### config.mk
export PLATFORM = sky130hd
export DESIGN_NAME = fxp_mac_round
export DESIGN_NICKNAME = d
export VERILOG_FILES = /design/src/rtl/fxp_mac_pkg.sv /design/src/rtl/fxp_mac_mul.sv /design/src/rtl/fxp_mac_acc.sv /design/src/rtl/fxp_mac_store.sv /design/src/rtl/fxp_mac_round.sv
export SDC_FILE = /design/constraint.sdc
export NUM_CORES = 2
export LEC_CHECK = 0
export BUFFER_PORTS_ARGS = -buffer_cell sky130_fd_sc_hd__buf_2
export CORE_ASPECT_RATIO = 1.25
export CORE_MARGIN = 4
export CORE_UTILIZATION = 55
export CTS_BUF_LIST = sky130_fd_sc_hd__clkbuf_16
export DETAILED_ROUTE_END_ITERATION = 8
export PLACE_DENSITY = 0.73
export SLEW_MARGIN = 20
export SYNTH_ARGS = -nofsm -noshare
export SYNTH_HDL_FRONTEND = slang
export SYNTH_SLANG_ARGS = --single-unit
### constraint.sdc
create_clock -name clk_i -period 14.8 [get_ports clk_i]
set_input_delay 1.48 -clock clk_i [delete_from_list [all_inputs] [get_ports clk_i]]
set_output_delay 1.48 -clock clk_i [all_outputs]
set_load 0.01 [all_outputs]
### src/rtl/fxp_mac_pkg.sv
package fxp_mac_pkg;
   typedef enum logic [1:0] {
      OP_CLR  = 2'd0,
      OP_LOAD = 2'd1,
      OP_ADD  = 2'd2,
      OP_SUB  = 2'd3
   } mac_op_e;

   typedef enum logic [1:0] {
      RND_TRUNC = 2'd0,
      RND_NEAR  = 2'd1,
      RND_CONV  = 2'd2,
      RND_ALT   = 2'd3
   } mac_rnd_e;
endpackage

### src/rtl/fxp_mac_mul.sv
module fxp_mac_mul #(
   parameter int DATA_W     = 24,
   parameter bit FRAC_ALIGN = 1'b1
) (
   input  logic [DATA_W-1:0]   a_i,
   input  logic [DATA_W-1:0]   b_i,
   output logic [2*DATA_W-1:0] prod_o
);
   localparam int PROD_W = 2 * DATA_W;
   localparam logic [DATA_W-1:0] MIN_OPND = {1'b1, {(DATA_W-1){1'b0}}};
   localparam logic [PROD_W-1:0] MAX_PROD = {1'b0, {(PROD_W-1){1'b1}}};

   logic signed [PROD_W-1:0] full;
   assign full = PROD_W'($signed(a_i)) * PROD_W'($signed(b_i));

   generate
      if (FRAC_ALIGN) begin : g_frac
         logic [PROD_W-1:0] shifted;
         logic              both_min;
         assign shifted  = full << 1;
         assign both_min = (a_i == MIN_OPND) && (b_i == MIN_OPND);
         assign prod_o   = both_min ? MAX_PROD : shifted;
      end else begin : g_int
         assign prod_o = full;
      end
   endgenerate
endmodule

### src/rtl/fxp_mac_acc.sv
module fxp_mac_acc
   import fxp_mac_pkg::*;
#(
   parameter int PROD_W  = 48,
   parameter int GUARD_W = 8
) (
   input  logic                      clk_i,
   input  logic                      rst_i,
   input  logic                      valid_i,
   input  mac_op_e                   op_i,
   input  logic [PROD_W-1:0]         prod_i,
   output logic [PROD_W+GUARD_W-1:0] acc_o
);
   localparam int ACC_W = PROD_W + GUARD_W;

   logic [ACC_W-1:0] prod_ext;
   logic [ACC_W-1:0] acc_q;
   logic [ACC_W-1:0] acc_d;

   assign prod_ext = {{GUARD_W{prod_i[PROD_W-1]}}, prod_i};

   always_comb begin
      acc_d = acc_q;
      if (valid_i) begin
         unique case (op_i)
            OP_CLR:  acc_d = '0;
            OP_LOAD: acc_d = prod_ext;
            OP_ADD:  acc_d = acc_q + prod_ext;
            OP_SUB:  acc_d = acc_q - prod_ext;
            default: acc_d = acc_q;
         endcase
      end
   end

   always_ff @(posedge clk_i) begin
      if (rst_i) acc_q <= '0;
      else       acc_q <= acc_d;
   end

   assign acc_o = acc_q;
endmodule

### src/rtl/fxp_mac_store.sv
module fxp_mac_store
   import fxp_mac_pkg::*;
#(
   parameter int DATA_W = 24,
   parameter int ACC_W  = 56
) (
   input  logic [ACC_W-1:0]  acc_i,
   input  mac_rnd_e          rnd_i,
   output logic [DATA_W-1:0] word_o,
   output logic              sat_o
);
   localparam int HI_W  = ACC_W - DATA_W;
   localparam int CHK_W = HI_W - DATA_W + 2;
   localparam logic [DATA_W-1:0] MAX_W = {1'b0, {(DATA_W-1){1'b1}}};
   localparam logic [DATA_W-1:0] MIN_W = {1'b1, {(DATA_W-1){1'b0}}};

   logic [HI_W-1:0]   hi;
   logic [DATA_W-1:0] lo;
   logic              half_bit;
   logic              tail_nz;
   logic              inc;
   logic [HI_W:0]     sum;
   logic [CHK_W-1:0]  top_bits;
   logic              fits;

   assign hi       = acc_i[ACC_W-1:DATA_W];
   assign lo       = acc_i[DATA_W-1:0];
   assign half_bit = lo[DATA_W-1];
   assign tail_nz  = |lo[DATA_W-2:0];

   always_comb begin
      unique case (rnd_i)
         RND_NEAR: inc = half_bit;
         RND_CONV: inc = half_bit & (tail_nz | hi[0]);
         default:  inc = 1'b0;
      endcase
   end

   assign sum      = {hi[HI_W-1], hi} + {{HI_W{1'b0}}, inc};
   assign top_bits = sum[HI_W:DATA_W-1];
   assign fits     = (top_bits == '0) || (top_bits == '1);
   assign sat_o    = ~fits;
   assign word_o   = fits ? sum[DATA_W-1:0] : (sum[HI_W] ? MIN_W : MAX_W);
endmodule

### src/rtl/fxp_mac_round.sv
module fxp_mac_round
   import fxp_mac_pkg::*;
#(
   parameter int DATA_W  = 24,
   parameter int GUARD_W = 8
) (
   input  logic                           clk_i,
   input  logic                           rst_i,
   input  logic                           valid_i,
   input  logic [1:0]                     op_i,
   input  logic [1:0]                     rnd_i,
   input  logic [DATA_W-1:0]              a_i,
   input  logic [DATA_W-1:0]              b_i,
   output logic [2*DATA_W+GUARD_W-1:0]    acc_o,
   output logic [DATA_W-1:0]              word_o,
   output logic                           ovf_o
);
   localparam int PROD_W = 2 * DATA_W;
   localparam int ACC_W  = PROD_W + GUARD_W;

   generate
      if (DATA_W < 4 || GUARD_W < 1) begin : g_bad_param
         initial $fatal(1, "fxp_mac_round: DATA_W must be >= 4 and GUARD_W >= 1");
      end
   endgenerate

   mac_op_e           op;
   mac_rnd_e          rnd;
   logic [PROD_W-1:0] prod;
   logic [ACC_W-1:0]  acc;
   logic              sat_now;
   logic              sticky_q;

   assign op  = mac_op_e'(op_i);
   assign rnd = mac_rnd_e'(rnd_i);

   fxp_mac_mul #(.DATA_W(DATA_W), .FRAC_ALIGN(1'b1)) u_mul (
      .a_i    (a_i),
      .b_i    (b_i),
      .prod_o (prod)
   );

   fxp_mac_acc #(.PROD_W(PROD_W), .GUARD_W(GUARD_W)) u_acc (
      .clk_i   (clk_i),
      .rst_i   (rst_i),
      .valid_i (valid_i),
      .op_i    (op),
      .prod_i  (prod),
      .acc_o   (acc)
   );

   fxp_mac_store #(.DATA_W(DATA_W), .ACC_W(ACC_W)) u_store (
      .acc_i  (acc),
      .rnd_i  (rnd),
      .word_o (word_o),
      .sat_o  (sat_now)
   );

   always_ff @(posedge clk_i) begin
      if (rst_i)                          sticky_q <= 1'b0;
      else if (valid_i && op == OP_CLR)   sticky_q <= 1'b0;
      else if (sat_now)                   sticky_q <= 1'b1;
   end

   assign acc_o = acc;
   assign ovf_o = sticky_q | sat_now;
endmodule

==> metrics.yaml <==
syn_inst: 3555
gr-usage-all-layers_pct: 28.4
ant_nets: 0
grt_pass1_vias: 25325
layout_commonest_cell: "inv_1"
area_growth_pct: 4.21
ys_types: 88
cts_setup_buffers: 0
dr.pass1.iters: 7
drt-initial-drc-count: 1674
fp.dieArea_um2: 57700
worst_pin_slew_ps: 863
setup-tns-final_ps: 0
ctsResizeCount: 0
ys_ff_latch: 57
slew_viol_final: 0
hold_class: "reg2reg"
cpMostUsedCell: "fa_1"
die_h_um: 268
start_util_pct: 55.9
cap_violations: 0
cts.sinks: 57
pin_count: 136
critical_path_required_ps: 15040
setup_violations: 0
slew_headroom_pct: 41.0
placed_cells_incl_taps: 4235
synth_edf_count: 0
critPathKind: "in2reg"
hold_viol: 0
vias: 24627
cp_slowest_stage_delay_ps: 850
rsz0062_at_grt: "no"
clk_latency_ps: 350
cts_tree: "built"
syn-mean-instance-area_um2: 8.34
post-route-period-util_pct: 81.5
clkTransAtPathRegs_ps: 50
fp-row-count: 94
antenna_cells: 0
synth_area_um2: 29700
drt_wl_total_um: 79300
yosysSeqAreaShare_pct: 3.85
antenna_found_initial: 0
dp_hpwl_um: 62800
fin_cells: 4251
die_w_um: 216
startpoint_type: "primary input"
wl_per_cell_um: 18.7
io_buffers: 135
layout-drive-gt1-share_pct: 5.83
grt_pass1_wl_um: 133000
gp_congestion: 0.914
gr-total-overflow: 0
fmax_mhz: 82.9
finalCriticalPeriod_ps: 12060
htree_levels: 3
mostFrequentLayoutCells: "inv_1 (625), fa_1 (600), nand2_1 (423), and2_1 (278), ha_1 (192)"
slowest_stage: "fa_1"
cts.path.max_buffers: 2
synth_nets: 4402
cp-end-kind: "flop"
grt_max_degree: 82
synth_flop_cell: "dfxtp_1"
numCtsBuffers: 9
core_um2: 53000
cts_root_buf: "clkbuf_16"
worst-path-max-fanout: 28
drc_errors: 0
yosys_warnings: 0
status: "finished clean"
nets: 4373
skew_ps: 7.72
async_flop_share_pct: 0
crit_arrival_ps: 12300
viasPerCell: 5.79
cts_hold_buf: 0
## stage by stage
stage | setup slack (ps) | hold WS [ps] | utilization (%) | instance area [um2]
floorplan | 3670 | 501 | - | 29700
global placement | 2690 | 498 | 57.7 | 30600
detailed placement | 2520 | 509 | 57.7 | 30600
CTS | 2820 | 520 | 58.3 | 30900
global route | 1970 | 556 | 58.3 | 30900
finish | 2740 | 520 | 58.3 | 30900
## per-layer routing
metal | share of wire [%] | track usage (%) | wire length, um
met1 | 42 | 38.8 | 33000
met2 | 47 | 46.8 | 37600
met3 | 8.3 | 5.22 | 6590
met4 | 2.7 | 7.70 | 2120
met5 | 0 | 0 | 0
## cell families (layout without fill, tap and decap cells)
| kind of cell | Yosys count | in the layout | synth area share, % |
|---|---|---|---|
| adder cells (fa/ha/maj) | 792 | 792 | 48.6 |
| XOR/XNOR | 142 | 142 | 4.22 |
| multiplexers | 14 | 14 | 0.489 |
| AO/OA/AOI/OAI | 556 | 556 | 12.5 |
| buffers and inverters | 815 | 791 | 10.4 |
| AND/OR/NAND/NOR | 1179 | 1179 | 20.0 |
| flip-flops | 57 | 57 | 3.85 |
## worst paths after layout
| check | from | endpoint | slack (ps) | depth (start not counted) |
|---|---|---|---|---|
| worst max-delay path | b_i[0] | u_acc.acc_o[55] | 2740 | 37 |
| worst min-delay path | u_acc.acc_o[17] | u_acc.acc_o[17] | 520 | 2 |
| worst max register to register | u_acc.acc_o[0] | u_acc.acc_o[44] | 9960 | 16 |
| worst min register to register | u_acc.acc_o[17] | u_acc.acc_o[17] | 520 | 2 |
## state kept, by name, indices dropped and copies added (netlist names)
name         flops
u_acc.acc_o     56
sticky_q         1
## cell type report
type	instances	area [um2]
multi-input combinational	2683	25500
clock inverter	7	61.3
tap	720	901
fill	4840	22100
sequential	57	1140
clock buffer	9	225
inverter	627	2350
timing repair buffer	148	776
## synth_stat cells (all sizes together) (20+ instances only)
| cell | count | area [um2] |
|---|---|---|
| a211oi | 33 | 258 |
| a21boi | 20 | 150 |
| a21o | 52 | 390 |
| a21oi | 141 | 706 |
| a22oi | 21 | 158 |
| and2 | 278 | 1740 |
| and3 | 27 | 169 |
| clkbuf | 173 | 649 |
| dfxtp | 57 | 1140 |
| fa | 600 | 12000 |
| ha | 192 | 2400 |
| inv | 625 | 2350 |
| nand2 | 423 | 1590 |
| nand2b | 29 | 181 |
| nand3 | 52 | 260 |
| nand4 | 28 | 175 |
| nor2 | 162 | 613 |
| nor2b | 31 | 194 |
| nor3 | 49 | 250 |
| nor4 | 33 | 221 |
| o21a | 26 | 195 |
| o21ai | 115 | 579 |
| xnor2 | 85 | 744 |
| xor2 | 57 | 507 |
## worst max-delay path, delay by kind of cell
family / cells / cell delay [ps]
AOI/OAI and AO/OA: 12 / 2370
buffers and inverters: 4 / 1110
muxes: 1 / 120
and+or+nand+nor: 11 / 2450
adders and majority gates: 9 / 4710
Power is not shown: default switching activity piles up to over one toggle a cycle in this logic, so the estimate is an artifact.
